<file path="src/rtl/led_seq_pkg.sv">
package led_seq_pkg;
   localparam int LED_W   = 6;
   localparam int REG_W   = 16;
   localparam int NUM_PAT = 8;
   localparam int SEL_W   = $clog2(NUM_PAT);
   localparam int NUM_EV  = 3;

   // event slots in the stretcher bank
   localparam int EV_PPS = 0;
   localparam int EV_RX  = 1;
   localparam int EV_ACK = 2;
   // 1 = rising edge triggers, 0 = falling edge triggers
   localparam logic [NUM_EV-1:0] EV_RISE = 3'b101;

   typedef enum logic [SEL_W-1:0] {
      PAT_COUNT  = 3'd0,
      PAT_CCW    = 3'd1,
      PAT_CW     = 3'd2,
      PAT_BLINK  = 3'd3,
      PAT_STATUS = 3'd4,
      PAT_LOW    = 3'd5,
      PAT_MID    = 3'd6,
      PAT_HIGH   = 3'd7
   } pat_e;
endpackage

</file>
<file path="src/rtl/led_seq_prescaler.sv">
module led_seq_prescaler #(
   parameter int STEP_DIV = 16777216
) (
   input  logic                          clk,
   input  logic                          rst,
   output logic [led_seq_pkg::LED_W-1:0] slow_cnt,
   output logic [led_seq_pkg::LED_W-1:0] walk_up,
   output logic [led_seq_pkg::LED_W-1:0] walk_dn,
   output logic                          blink
);
   import led_seq_pkg::*;
   localparam int DIV_W = $clog2(STEP_DIV);

   generate
      if (STEP_DIV < 2) begin : g_bad_div
         $error("STEP_DIV must be at least 2");
      end
   endgenerate

   logic [DIV_W-1:0] div_q;
   logic             step;

   assign step = (div_q == DIV_W'(STEP_DIV - 1));

   always_ff @(posedge clk or posedge rst) begin
      if (rst) begin
         div_q    <= '0;
         slow_cnt <= '0;
         walk_up  <= LED_W'(1);
         walk_dn  <= LED_W'(1);
         blink    <= 1'b0;
      end else begin
         div_q <= step ? '0 : div_q + 1'b1;
         if (step) begin
            slow_cnt <= slow_cnt + 1'b1;
            walk_up  <= {walk_up[LED_W-2:0], walk_up[LED_W-1]};
            walk_dn  <= {walk_dn[0], walk_dn[LED_W-1:1]};
            blink    <= ~blink;
         end
      end
   end


   count_step_chk: assert property (@(posedge clk) disable iff (rst)
      step |=> slow_cnt == $past(slow_cnt) + 1'b1);

   walk_up_onehot_chk: assert property (@(posedge clk) disable iff (rst)
      $countones(walk_up) == 1);

   walk_dn_onehot_chk: assert property (@(posedge clk) disable iff (rst)
      $countones(walk_dn) == 1);

   blink_hold_chk: assert property (@(posedge clk) disable iff (rst)
      !step |=> $stable(blink));
endmodule

</file>
<file path="src/rtl/led_seq_debounce.sv">
module led_seq_debounce #(
   parameter int DEBOUNCE_CYCLES = 400000
) (
   input  logic clk,
   input  logic rst,
   input  logic raw,
   output logic press
);
   localparam int CNT_W = $clog2(DEBOUNCE_CYCLES);

   generate
      if (DEBOUNCE_CYCLES < 2) begin : g_bad_db
         $error("DEBOUNCE_CYCLES must be at least 2");
      end
   endgenerate

   logic             sync1, sync2, level;
   logic [CNT_W-1:0] cnt;
   logic             done;

   assign done  = (cnt == CNT_W'(DEBOUNCE_CYCLES - 1));
   assign press = sync2 & ~level & done;

   always_ff @(posedge clk or posedge rst) begin
      if (rst) begin
         sync1 <= 1'b0;
         sync2 <= 1'b0;
         level <= 1'b0;
         cnt   <= '0;
      end else begin
         sync1 <= raw;
         sync2 <= sync1;
         if (sync2 != level) begin
            if (done) begin
               level <= sync2;
               cnt   <= '0;
            end else begin
               cnt <= cnt + 1'b1;
            end
         end else begin
            cnt <= '0;
         end
      end
   end


   press_single_chk: assert property (@(posedge clk) disable iff (rst)
      press |=> !press);

   level_hold_chk: assert property (@(posedge clk) disable iff (rst)
      (sync2 == level) |=> $stable(level));
endmodule

</file>
<file path="src/rtl/led_seq_stretch.sv">
module led_seq_stretch #(
   parameter int   STRETCH_CYCLES = 4000000,
   parameter logic RISE           = 1'b1
) (
   input  logic clk,
   input  logic rst,
   input  logic sig,
   output logic lit
);
   localparam int CNT_W = $clog2(STRETCH_CYCLES + 1);

   generate
      if (STRETCH_CYCLES < 1) begin : g_bad_len
         $error("STRETCH_CYCLES must be at least 1");
      end
   endgenerate

   logic             prev;
   logic             trig;
   logic [CNT_W-1:0] cnt;

   generate
      if (RISE) begin : g_rise
         assign trig = sig & ~prev;
      end else begin : g_fall
         assign trig = ~sig & prev;
      end
   endgenerate

   assign lit = (cnt != '0);

   always_ff @(posedge clk or posedge rst) begin
      if (rst) begin
         prev <= ~RISE;
         cnt  <= '0;
      end else begin
         prev <= sig;
         if (trig)
            cnt <= CNT_W'(STRETCH_CYCLES);
         else if (cnt != '0)
            cnt <= cnt - 1'b1;
      end
   end


   stretch_start_chk: assert property (@(posedge clk) disable iff (rst)
      trig |=> lit);

   stretch_full_chk: assert property (@(posedge clk) disable iff (rst)
      trig |=> cnt == CNT_W'(STRETCH_CYCLES));
endmodule

</file>
<file path="src/rtl/panel_led_sequencer.sv">
module panel_led_sequencer #(
   parameter int STEP_DIV        = 16777216,
   parameter int DEBOUNCE_CYCLES = 400000,
   parameter int STRETCH_CYCLES  = 4000000
) (
   input  logic        clk,
   input  logic        rst,
   input  logic        button,
   input  logic        ext_clk_lvl,
   input  logic        pps,
   input  logic        rx_line,
   input  logic        ack_strobe,
   input  logic [15:0] out_reg,
   output logic [5:0]  led
);
   import led_seq_pkg::*;

   logic [LED_W-1:0]  slow_cnt, walk_up, walk_dn;
   logic              blink, press;
   logic [NUM_EV-1:0] ev_in, ev_lit;
   logic              ext_s1, ext_s2;
   pat_e              sel;

   led_seq_prescaler #(.STEP_DIV(STEP_DIV)) u_pre (
      .clk(clk), .rst(rst), .slow_cnt(slow_cnt), .walk_up(walk_up),
      .walk_dn(walk_dn), .blink(blink));

   led_seq_debounce #(.DEBOUNCE_CYCLES(DEBOUNCE_CYCLES)) u_btn (
      .clk(clk), .rst(rst), .raw(button), .press(press));

   assign ev_in[EV_PPS] = pps;
   assign ev_in[EV_RX]  = rx_line;
   assign ev_in[EV_ACK] = ack_strobe;

   generate
      for (genvar i = 0; i < NUM_EV; i++) begin : g_ev
         led_seq_stretch #(.STRETCH_CYCLES(STRETCH_CYCLES), .RISE(EV_RISE[i])) u_str (
            .clk(clk), .rst(rst), .sig(ev_in[i]), .lit(ev_lit[i]));
      end
   endgenerate

   always_ff @(posedge clk or posedge rst) begin
      if (rst) begin
         ext_s1 <= 1'b0;
         ext_s2 <= 1'b0;
         sel    <= PAT_COUNT;
      end else begin
         ext_s1 <= ext_clk_lvl;
         ext_s2 <= ext_s1;
         if (press)
            sel <= (sel == PAT_HIGH) ? PAT_COUNT : pat_e'(sel + 1'b1);
      end
   end

   always_comb begin
      unique case (sel)
         PAT_COUNT:  led = slow_cnt;
         PAT_CCW:    led = walk_up;
         PAT_CW:     led = walk_dn;
         PAT_BLINK:  led = {LED_W{blink}};
         PAT_STATUS: led = {ev_lit[EV_ACK], 1'b0, ext_s2, 1'b0,
                            ev_lit[EV_RX], ev_lit[EV_PPS]};
         PAT_LOW:    led = out_reg[5:0];
         PAT_MID:    led = out_reg[11:6];
         PAT_HIGH:   led = {2'b00, out_reg[15:12]};
         default:    led = '0;
      endcase
   end


   sel_wrap_chk: assert property (@(posedge clk) disable iff (rst)
      (press && sel == PAT_HIGH) |=> sel == PAT_COUNT);

   sel_hold_chk: assert property (@(posedge clk) disable iff (rst)
      !press |=> $stable(sel));

   high_top_off_chk: assert property (@(posedge clk) disable iff (rst)
      (sel == PAT_HIGH) |-> led[5:4] == 2'b00);

   status_gaps_chk: assert property (@(posedge clk) disable iff (rst)
      (sel == PAT_STATUS) |-> (led[4] == 1'b0 && led[2] == 1'b0));
endmodule

</file>
<file path="config.mk">
export PLATFORM = sky130hd
export DESIGN_NAME = panel_led_sequencer
export DESIGN_NICKNAME = d
export VERILOG_FILES = /design/src/rtl/led_seq_pkg.sv /design/src/rtl/led_seq_prescaler.sv /design/src/rtl/led_seq_debounce.sv /design/src/rtl/led_seq_stretch.sv /design/src/rtl/panel_led_sequencer.sv
export SDC_FILE = /design/constraint.sdc
export NUM_CORES = 1
export LEC_CHECK = 0
export BUFFER_PORTS_ARGS = -buffer_cell sky130_fd_sc_hd__buf_4
export CORE_MARGIN = 2
export CORE_UTILIZATION = 65
export CTS_CLUSTER_DIAMETER = 120
export DETAILED_ROUTE_END_ITERATION = 16
export GPL_TIMING_DRIVEN = 0
export PLACE_DENSITY = 0.83
export SLEW_MARGIN = 20
export SYNTH_ARGS = -nofsm -noshare
export SYNTH_HDL_FRONTEND = slang
export SYNTH_SLANG_ARGS = --single-unit
</file>
<file path="constraint.sdc">
create_clock -name clk -period 13.15 [get_ports clk]
set_input_delay 1.9725 -clock clk [delete_from_list [all_inputs] [get_ports clk]]
set_output_delay 1.9725 -clock clk [all_outputs]
set_load 0.05 [all_outputs]
</file>
==> results.yml <==
run_status:
  status: "completed"
layout:
  n_antenna_cell: 0
  register_area_sq_um: 3480
  multi_input_area_sq_um: 3450
  nets: 774
  syn_to_final_growth_pct: 14.3
  final_common_cell: "dfrtp_1"
  final_cells: 888
  drive_gt1_share_pct: 15.9
  layout_common_cells: "dfrtp_1, nor2_1, xor2_1"
  n_fill_cell: 702
grt:
  first_global_vias: 5383
  grt_pass1_wl_microns: 25000
  antenna_found_initial: 0
  grt_usage_pct: 27.3
  grt_max_degree: 73
  grt_overflow: 0
cts:
  hold_buffers: 0
  clock_latency_ps: 540
  clock-root-buffer: "clkbuf_8"
  cts_buffers: 17
  cts_max_path_buffers: 2
  cts_max_level: 4
  cts.repair.resized: 0
  post_cts_buffers: 0
  cts_sinks: 139
  path_clk_slew_ps: 50
  cts_tree: "done"
synth:
  syn_area_sq_um: 7080
  synthCells: 688
  yosysWarnings: 0
  ys_seq_elements: 139
  async_flop_share_pct: 100
  syn_avg_cell_area_sq_um: 10.3
  ys_seq_area_share_pct: 49.2
  syn-num-nets: 726
  ys.flop_type: "dfrtp_1"
  synth.distinct_cells: 66
  synth_edf_count: 0
floorplanning:
  dieWidth_microns: 108
  dieArea_sq_um: 11700
  core-area_sq_um: 10700
  io_pins: 29
  die_h_microns: 108
  initial_core_util_pct: 65.9
  fp-row-count: 38
place:
  finalWeightedCongestion: 0.840
  numPortBuffers: 28
  place_inst: 857
  detailed_place_hpwl_microns: 9700
timing:
  max_freq_mhz: 194
  layout_worst_path_cycle_share_pct: 39.1
  skew_ps: 8.17
  tightest_slew_ps: 660
  tns_ps: 0
  final-setup-viol-count: 0
  hold_viol: 0
  relSlewSlack_pct: 55.7
  grt_setup_unrepaired: "no"
  slew_viol_final: 0
  period_minus_slack_ps: 5150
critical_path:
  crit_type: "input pin to output port"
  start_kind: "input pin"
  cp_slowest_cell: "a222oi_1"
  cpMostUsedCell: "buf_4"
  endpoint_kind: "output port"
  required_ps: 11180
  worst-path-max-fanout: 1
  cpPeakStageDelay_ps: 330
  path_cells: "buf_4 > mux2_2 > a222oi_1 > o211ai_1 > o21a_1 > buf_4"
  arrival_ps: 3180
drt:
  wl_met2_microns: 7130
  final_antenna_net_count: 0
  wl_met3_microns: 729
  m1WireLength_microns: 6770
  drcViolationCount: 0
  drt-wirelength-per-cell_microns: 16.7
  firstDrtPassIters: 5
  drt_iter0_markers: 510
  via_count: 5383
  routed.top_layer: "met4"
  vias_per_cell: 6.06
  routed_wl_microns: 14800
power:
  vdd_drop_max_mv: 0.118
  power.density_nw_per_um2: 146
  leakagePower_nw: 3.49
flow_run:
  cap_violations: 0
worst_hold_path:
  hp-class: "register to register"
per-stage QoR:
| step | area [sq um] | power, mW | hold WS [ps] | utilization [%] | setup slack (ps) |
|---|---|---|---|---|---|
| floorplan | 7080 | 0.652 | 331 | - | 7460 |
| global placement | 7460 | 0.685 | 334 | 69.4 | 6090 |
| detailed placement | 7500 | 0.700 | 336 | 69.8 | 8010 |
| CTS | 8090 | 1.19 | 348 | 75.3 | 8010 |
| global route | 8090 | 1.24 | 369 | 75.3 | 7900 |
| finish | 8090 | 1.18 | 346 | 75.3 | 8000 |
cell type report:
class	instances	share of cell area, %
flip-flops and latches	139	43.0
repair buffers	29	2.94
clock inverters	8	1.42
well taps	140	2.17
multi-input cells	513	42.6
clock buffers	23	5.89
plain buffers	21	1.10
inverters	15	0.789
final timing paths:
kind,slack [ps],cells past startpoint,end,start
min,350,0,u_btn.sync2$_DFF_PP0_,u_btn.sync1$_DFF_PP0_
max reg2reg,10830,6,g_ev[1].u_str.cnt[3]$_DFFE_PP0P_,g_ev[1].u_str.cnt[12]$_DFFE_PP0P_
max in group asynchronous,10940,3,u_pre.walk_dn[0]$_DFFE_PP1N_,rst
max,8000,6,led[1],out_reg[7]
min in group asynchronous,1470,2,u_btn.cnt[14]$_DFF_PP0_,rst
min reg2reg,350,0,u_btn.sync2$_DFF_PP0_,u_btn.sync1$_DFF_PP0_
cells in the mapped netlist (2+ instances only):
| master | n | area, sq um |
|---|---|---|
| dfrtp_1 | 136 | 3400 |
| nor2_1 | 92 | 345 |
| xor2_1 | 53 | 464 |
| nand2_1 | 40 | 150 |
| nand3_1 | 29 | 145 |
| xnor2_1 | 28 | 245 |
| mux2_2 | 26 | 293 |
| nor4_1 | 24 | 150 |
| o21ai_0 | 20 | 100 |
| ha_1 | 15 | 188 |
| inv_1 | 15 | 56.3 |
| nand4_1 | 15 | 93.8 |
| nor3_1 | 14 | 70.1 |
| or3_1 | 14 | 87.6 |
| a21oi_1 | 13 | 65.1 |
| clkbuf_1 | 12 | 45.0 |
| o211ai_1 | 10 | 75.1 |
| and3_1 | 9 | 56.3 |
| nor2b_1 | 9 | 56.3 |
| nor3b_1 | 8 | 60.1 |
| or4_1 | 8 | 60.1 |
| and4_1 | 7 | 61.3 |
| o21a_1 | 7 | 52.6 |
| or2_2 | 7 | 43.8 |
| nand2b_1 | 6 | 37.5 |
| buf_2 | 4 | 20.0 |
| o31a_1 | 4 | 35.0 |
| o31ai_1 | 4 | 30.0 |
| a211oi_1 | 3 | 22.5 |
| a222oi_1 | 3 | 30.0 |
| a22oi_1 | 3 | 22.5 |
| a31oi_1 | 3 | 18.8 |
| and2_1 | 3 | 18.8 |
| buf_1 | 3 | 11.3 |
| dfstp_2 | 3 | 78.8 |
| o21ai_1 | 3 | 15.0 |
| or4_4 | 3 | 33.8 |
| a221oi_1 | 2 | 17.5 |
| nor2_4 | 2 | 22.5 |
| nor4b_1 | 2 | 17.5 |
sequential cells by signal (all words and copies together), names as in the netlist, 3 cells and up:
name,flops
sel,3
u_pre.slow_cnt,6
g_ev.u_str.prev,3
u_pre.walk_dn,6
u_pre.walk_up,6
g_ev.u_str.cnt,66
u_pre.div_q,24
u_btn.cnt,19
where the power goes:
part,internal (mW),leakage [nW],total [mW],switching [mW]
clock,0.306,0.297,0.480,0.173
sequential,0.467,1.76,0.517,0.0503
combinational,0.0808,1.42,0.183,0.103
total,0.854,3.49,1.18,0.326
layer usage:
layer | vias up | global-route usage [%]
met1 | 2635 | 36.9
met3 | 25 | 7.11
met2 | 163 | 43.6
met5 | - | 0
li1 | 2560 | -
met4 | 0 | 8.42
kinds of logic (layout without fill, tap and decap cells):
group	Yosys count	count (layout)	share of synthesized area, %
buf+inv	36	96	2.05
fa+ha+maj	15	15	2.65
compound gates	87	87	8.63
mux	27	27	4.28
flops	139	139	49.2
simple gates	303	303	23.2
xor+xnor	81	81	10.0
critical path, delay by kind of cell:
family / cells / cell delay, ps
multiplexers: 1 / 250
buffers and inverters: 2 / 300
AO/OA/AOI/OAI: 3 / 640
Power figures use the tool's default switching activity.
